`src/rtl/addr_dec_pkg.sv`:
```
package addr_dec_pkg;
  // Field positions in the size register (decoded by software-visible layout)
  localparam int unsigned PSZ_LSB = 27;
  localparam int unsigned PSZ_W   = 5;
  localparam int unsigned SSZ_LSB = 16;
  localparam int unsigned SSZ_W   = 6;
  localparam int unsigned BANK_BIT = 2;
  // Width wide enough for any size exponent sum
  localparam int unsigned LG_W = 8;
  typedef logic [LG_W-1:0] lg_t;
endpackage

```
`src/rtl/addr_rst_sync.sv`:
```
module addr_rst_sync #(
  parameter int unsigned STAGES = 2
) (
  input  logic clk,
  input  logic rst_n,
  output logic rst_n_sync
);
  logic [STAGES-1:0] sync_q;

  always_ff @(posedge clk or negedge rst_n) begin
    if (!rst_n) sync_q <= '0;
    else        sync_q <= {sync_q[STAGES-2:0], 1'b1};
  end

  assign rst_n_sync = sync_q[STAGES-1];
endmodule

```
`src/rtl/addr_size_dec.sv`:
```
module addr_size_dec
  import addr_dec_pkg::*;
#(
  parameter int unsigned ADDR_W = 36,
  parameter int unsigned OFS_W  = 32,
  parameter int unsigned MIN_LG = 20
) (
  input  logic [PSZ_W-1:0]  psz_code,
  input  logic              bank_two,
  input  logic [SSZ_W-1:0]  ssz_code,
  output logic              pri_en,
  output logic [ADDR_W-1:0] pri_mask,
  output logic              sec_en,
  output logic [ADDR_W-1:0] sec_mask,
  output logic              cfg_err
);
  localparam lg_t LG_BIAS = lg_t'(MIN_LG - 1);
  localparam lg_t LG_MAX  = lg_t'(OFS_W);
  localparam lg_t LG_CAP  = lg_t'(OFS_W - 1);

  lg_t  pri_lg, sec_lg, sec_cap;
  logic pri_req, sec_req, pri_bad, sec_bad;

  always_comb begin
    pri_req = (psz_code != '0);
    sec_req = (ssz_code != '0);
    pri_lg  = LG_BIAS + lg_t'(psz_code) + lg_t'(bank_two);
    sec_lg  = LG_BIAS + lg_t'(ssz_code);
    pri_bad = pri_req && (pri_lg > LG_MAX);
    pri_en  = pri_req && !pri_bad;
    sec_cap = (pri_lg < LG_CAP) ? pri_lg : LG_CAP;
    sec_bad = sec_req && (!pri_en || (sec_lg > sec_cap));
    sec_en  = sec_req && !sec_bad;
    cfg_err = pri_bad || sec_bad;
    pri_mask = {ADDR_W{1'b1}} << pri_lg;
    sec_mask = {ADDR_W{1'b1}} << sec_lg;
  end
endmodule

```
`src/rtl/addr_win_match.sv`:
```
module addr_win_match #(
  parameter int unsigned ADDR_W   = 36,
  parameter int unsigned OFS_W    = 32,
  parameter bit          LOW_ONLY = 1'b0
) (
  input  logic              win_en,
  input  logic [ADDR_W-1:0] addr,
  input  logic [ADDR_W-1:0] base,
  input  logic [ADDR_W-1:0] mask,
  output logic              hit,
  output logic [OFS_W-1:0]  ofs
);
  localparam int unsigned RGN_W = ADDR_W - OFS_W;

  logic rgn_ok;

  generate
    if (LOW_ONLY) begin : g_low
      assign rgn_ok = (addr[ADDR_W-1 -: RGN_W] == '0);
    end else begin : g_any
      assign rgn_ok = 1'b1;
    end
  endgenerate

  always_comb begin
    hit = win_en && rgn_ok && (((addr ^ base) & mask) == '0);
    ofs = addr[OFS_W-1:0] & ~mask[OFS_W-1:0];
  end
endmodule

```
`src/rtl/addr_win_dec.sv`:
```
module addr_win_dec
  import addr_dec_pkg::*;
#(
  parameter int unsigned ADDR_W = 36,
  parameter int unsigned OFS_W  = 32,
  parameter int unsigned MIN_LG = 20
) (
  input  logic              clk,
  input  logic              rst_n,
  input  logic              req_valid_i,
  input  logic [ADDR_W-1:0] req_addr_i,
  input  logic [ADDR_W-1:0] pri_base_i,
  input  logic [OFS_W-1:0]  sec_base_i,
  input  logic [31:0]       size_cfg_i,
  output logic              pri_hit_o,
  output logic              sec_hit_o,
  output logic [OFS_W-1:0]  ofs_o,
  output logic              cfg_err_o
);
  localparam int unsigned NWIN = 2;
  localparam int unsigned PRI  = 0;
  localparam int unsigned SEC  = 1;

  logic rst_n_sync;
  logic unused_cfg;

  logic [NWIN-1:0]   win_en;
  logic [ADDR_W-1:0] win_base [NWIN];
  logic [ADDR_W-1:0] win_mask [NWIN];
  logic [NWIN-1:0]   win_hit;
  logic [OFS_W-1:0]  win_ofs  [NWIN];
  logic              cfg_err_c;

  logic             pri_hit_d, sec_hit_d, cfg_err_d;
  logic [OFS_W-1:0] ofs_d;

  assign unused_cfg = ^{size_cfg_i[PSZ_LSB-1:SSZ_LSB+SSZ_W],
                        size_cfg_i[SSZ_LSB-1:BANK_BIT+1],
                        size_cfg_i[BANK_BIT-1:0]};

  addr_rst_sync #(.STAGES(2)) i_rst_sync (
    .clk        (clk),
    .rst_n      (rst_n),
    .rst_n_sync (rst_n_sync)
  );

  addr_size_dec #(
    .ADDR_W (ADDR_W),
    .OFS_W  (OFS_W),
    .MIN_LG (MIN_LG)
  ) i_size_dec (
    .psz_code (size_cfg_i[PSZ_LSB +: PSZ_W]),
    .bank_two (size_cfg_i[BANK_BIT]),
    .ssz_code (size_cfg_i[SSZ_LSB +: SSZ_W]),
    .pri_en   (win_en[PRI]),
    .pri_mask (win_mask[PRI]),
    .sec_en   (win_en[SEC]),
    .sec_mask (win_mask[SEC]),
    .cfg_err  (cfg_err_c)
  );

  assign win_base[PRI] = pri_base_i;
  assign win_base[SEC] = {{(ADDR_W-OFS_W){1'b0}}, sec_base_i};

  generate
    for (genvar g = 0; g < NWIN; g++) begin : g_win
      addr_win_match #(
        .ADDR_W   (ADDR_W),
        .OFS_W    (OFS_W),
        .LOW_ONLY (g == SEC)
      ) i_match (
        .win_en (win_en[g]),
        .addr   (req_addr_i),
        .base   (win_base[g]),
        .mask   (win_mask[g]),
        .hit    (win_hit[g]),
        .ofs    (win_ofs[g])
      );
    end
  endgenerate

  // Next-state: secondary wins on overlap
  always_comb begin
    sec_hit_d = req_valid_i && win_hit[SEC];
    pri_hit_d = req_valid_i && win_hit[PRI] && !win_hit[SEC];
    if (win_hit[SEC])      ofs_d = win_ofs[SEC];
    else if (win_hit[PRI]) ofs_d = win_ofs[PRI];
    else                   ofs_d = '0;
    cfg_err_d = cfg_err_c;
  end

  always_ff @(posedge clk or negedge rst_n_sync) begin
    if (!rst_n_sync) begin
      pri_hit_o <= 1'b0;
      sec_hit_o <= 1'b0;
      cfg_err_o <= 1'b0;
    end else begin
      pri_hit_o <= pri_hit_d;
      sec_hit_o <= sec_hit_d;
      cfg_err_o <= cfg_err_d;
    end
  end

  always_ff @(posedge clk or negedge rst_n_sync) begin
    if (!rst_n_sync)      ofs_o <= '0;
    else if (req_valid_i) ofs_o <= ofs_d;
  end
endmodule

```
`config.mk`:
```
export PLATFORM = sky130hd
export DESIGN_NAME = addr_win_dec
export DESIGN_NICKNAME = d
export VERILOG_FILES = /design/src/rtl/addr_dec_pkg.sv /design/src/rtl/addr_rst_sync.sv /design/src/rtl/addr_size_dec.sv /design/src/rtl/addr_win_match.sv /design/src/rtl/addr_win_dec.sv
export SDC_FILE = /design/constraint.sdc
export NUM_CORES = 1
export LEC_CHECK = 0
export BUFFER_PORTS_ARGS = -buffer_cell sky130_fd_sc_hd__buf_4
export CAP_MARGIN = 15
export CORE_ASPECT_RATIO = 1.25
export CORE_UTILIZATION = 50
export DETAILED_ROUTE_END_ITERATION = 10
export HOLD_SLACK_MARGIN = 0.1
export PLACE_DENSITY = 0.82
export SLEW_MARGIN = 25
export SYNTH_ARGS = -nofsm -noshare
export SYNTH_HDL_FRONTEND = slang
export SYNTH_HIERARCHICAL = 1
export SYNTH_SLANG_ARGS = --single-unit
```
`constraint.sdc`:
```
create_clock -name clk -period 1.3 [get_ports clk]
set_input_delay 0.065 -clock clk [delete_from_list [all_inputs] [get_ports clk]]
set_output_delay 0.065 -clock clk [all_outputs]
set_load 0.01 [all_outputs]
```
==> flow_metrics.env <==
export IMPL_htreeDepth=2
export IMPL_rows=37
export IMPL_numCtsBuffers=5
export IMPL_setup_viol=35
export IMPL_critPathLaunchType="primary input"
export IMPL_dp_cells=903
export IMPL_via_per_inst=5.75
export IMPL_worst_hold_path_type="in -> reg"
export IMPL_p_leak_nw=3.30
export IMPL_drt_iter0_drc=453
export IMPL_period_share_pct=224
export IMPL_track_usage_pct=39.1
export IMPL_synth_top_cells_by_count="xor2_1 (71), nor2b_1 (66), nor2_1 (59), nand2_1 (55), dfrtp_1 (37)"
export IMPL_io_buffers=153
export IMPL_drv_cap=0
export IMPL_hold_depth=2
export IMPL_overflow=0
export IMPL_die_h_um=106
export IMPL_ioPinCount=174
export IMPL_fin_nets=978
export IMPL_syn_to_final_growth_pct=56.9
export IMPL_grt_pass1_vias=5404
export IMPL_cts_root_buf="clkbuf_8"
export IMPL_die_x_um=85.3
export IMPL_pwr_density_cell_nw_per_um2=608
export IMPL_clock_path_buffers=2
export IMPL_gp_congestion=1.03
export IMPL_antenna_found_initial=0
export IMPL_drive_above_1_share_pct=39.6
export IMPL_grt_start_max_net_pins=36
export IMPL_violations="setup timing"
export IMPL_start_util_pct=52.1
export IMPL_drt_pass1_iterations=5
export IMPL_maxSlewHeadroom_pct=59.1
export IMPL_ys_ff_latch=37
export IMPL_r2r_cells=2
export IMPL_yosysMostFrequentCell="xor2_1"
export IMPL_synth_edf_count=0
export IMPL_power_mw=4.14
export IMPL_skew_ns=0.0100
export IMPL_slowest_delay_ns=0.33
export IMPL_postSynthCellCount=566
export IMPL_synth_cell_type_count=54
export IMPL_routed_wl_um=17800
export IMPL_arrival_ns=3.12
export IMPL_crit_fanout=4
export IMPL_post_synth_top_area_cell="dfrtp_1"
export IMPL_drt_wirelength_per_cell_um=19.2
export IMPL_via_count=5323
export IMPL_rsz0062_at_grt="yes"
export IMPL_critPathRequiredTime_ns=1.51
export IMPL_syn_area_um2=4340
export IMPL_syn_mean_instance_area_um2=7.67
export IMPL_crit_path_top_delay_cell="ha_1"
export IMPL_critical_path_cell_chain="buf_4 > inv_1 > buf_4 > ha_1 > inv_1 > ha_1 > nand2b_1 > a21oi_1 > o31a_1 > nor4_2 > and2b_1 > nand3b_1 > a221oi_2 > nand4_1 > nor3_4 > buf_12 > buf_12 > clkbuf_16 > nand2_2 > a31oi_1"
export IMPL_worst_setup_path_type="in -> reg"
export IMPL_worst_pin_slew_ns=0.608
export IMPL_ys_async_sr_fraction_pct=100
export IMPL_fillers=555
export IMPL_core_area_um2=8330
export IMPL_yosysTopAreaCellShare_pct=21.3
export IMPL_drv_slew=0
export IMPL_clk_pin_slew_worst_paths_ns=0.09
export IMPL_hold_viol_final=0
export IMPL_yosysSeqAreaShare_pct=21.3
export IMPL_synthFlopType="dfrtp_1"
export IMPL_antenna_cells=0
export IMPL_clock_sinks=37
export IMPL_irDropWorstVdd_v=0.000453
export IMPL_cts_tree="built"
export IMPL_synth_area_leaders="dfrtp_1 (21%), xor2_1 (14%), nor2b_1 (9.5%)"
export IMPL_hpwl_um=13700
export IMPL_post_route_drc_count=0
export IMPL_yosys_warnings=6
export IMPL_antenna_left=0
export IMPL_setup_slack_ns=-1.61
export IMPL_grt_pass1_wl_um=27000
export IMPL_max_freq_mhz=344
export IMPL_critPathCaptureType="flip-flop"
export IMPL_status="finished, violations left"
export IMPL_fin_cells=925
export IMPL_fin_crit_ns=2.91
export IMPL_setup_tns_ns=-51.92
export IMPL_insertion_delay_ns=0.31
export IMPL_dieArea_um2=9060
==> placed cells by master (no fill, tap or decap), types with 3 or more instances in the layout <==
cell type and n:
clkbuf_8 5, a31oi_1 32, nor3_1 5, nor2_1 59, nand2_1 47, nand3_1 3, conb_1 30, buf_16 4
a221oi_1 3, dfrtp_1 37, a22o_1 11, buf_4 260, nand2_2 7, o21ai_0 12, nand2b_1 6, nand4_1 5
nand3b_1 34, ha_1 5, nor2b_1 66, o21ai_2 3, o211ai_1 3, inv_2 3, and2_1 4, a221oi_2 9
buf_12 6, xor2_1 71, a22oi_1 11, ha_4 7, a21oi_1 16, inv_1 14
==> per-layer routing <==
metal,vias up,GRT usage [%],wire [µm],share of wire [%]
met3,95,5.36,1360,7.6
met4,0,25.6,1280,7.2
li1,2416,-,-,-
met5,-,0,0,0
met1,2488,43.2,6380,36
met2,324,69.5,8740,49
==> logic make-up (layout without fill, tap and decap cells) <==
group | count (synthesis) | count (layout) | share of synthesized area, %
xor gates and xnor gates | 73 | 73 | 14.7
DFF | 37 | 37 | 21.3
other | 3 | 30 | 0.259
and+or+nand+nor | 256 | 256 | 31.9
adders and majority gates | 12 | 12 | 3.46
buffers and inverters | 69 | 304 | 9.05
AOI/OAI and AO/OA | 115 | 115 | 19.0
muxes | 1 | 1 | 0.231
==> metrics by stage <==
stage               worst slack, ns  util, %  area, µm²  hold slack [ns]
finish                        -1.61     81.7       6810            0.129
floorplan                     -1.69        -       4550           -0.231
CTS                           -1.53     80.5       6710            0.131
detailed placement            -2.12     76.2       6350           -0.145
global placement              -2.00     76.2       6350           -0.152
global route                  -1.88     81.7       6810            0.155
==> power by group <==
part           internal, mW  switching (mW)
clock                 0.371           0.487
sequential             1.22          0.0558
combinational          1.01           0.994
total                  2.60            1.54
==> critical path, delay by kind of cell <==
family | cells | cell delay (ns)
adder cells (fa/ha/maj) | 2 | 0.62
buffers and inverters | 7 | 0.81
AND/OR/NAND/NOR | 7 | 0.91
AO/OA/AOI/OAI | 4 | 0.71
==> final cells by class <==
class	count	area, µm²	area share [%]
clock buffer	5	68.8	1.01
clock inverter	3	17.5	0.257
inverter	20	97.6	1.43
multi-input combinational	487	3310	48.6
sequential	37	926	13.6
tap	97	121	1.78
timing repair buffer	276	2270	33.3
==> final timing paths <==
path,startpoint,slack [ns],endpoint
worst min-delay path,req_valid_i,0.13,ofs_o[22]
min in group asynchronous,i_rst_sync/sync_q[1],0.35,pri_hit_o
worst min register to register,i_rst_sync/sync_q[1],0.35,pri_hit_o
max in group asynchronous,rst_n,0.55,i_rst_sync/sync_q[0]
worst max-delay path,size_cfg_i[17],-1.61,ofs_o[17]
worst max register to register,ofs_o[17],0.50,ofs_o[17]
==> state kept, by name (all words and copies together), names as in the netlist <==
name	flops
pri_hit_o	1
sec_hit_o	1
ofs_o	32
i_rst_sync/sync_q	2
cfg_err_o	1
==> repair_timing <==
item / CTS / global route
resized for setup: 18 / 15
buffers inserted: 7 / 1
hold buffers: 2 / 0
pin swaps: 10 / 9
setup endpoints to repair: 35 / 35
cloned: 4 / 1
hold endpoints to repair: 2 / 0
Power figures use the tool's default switching activity.
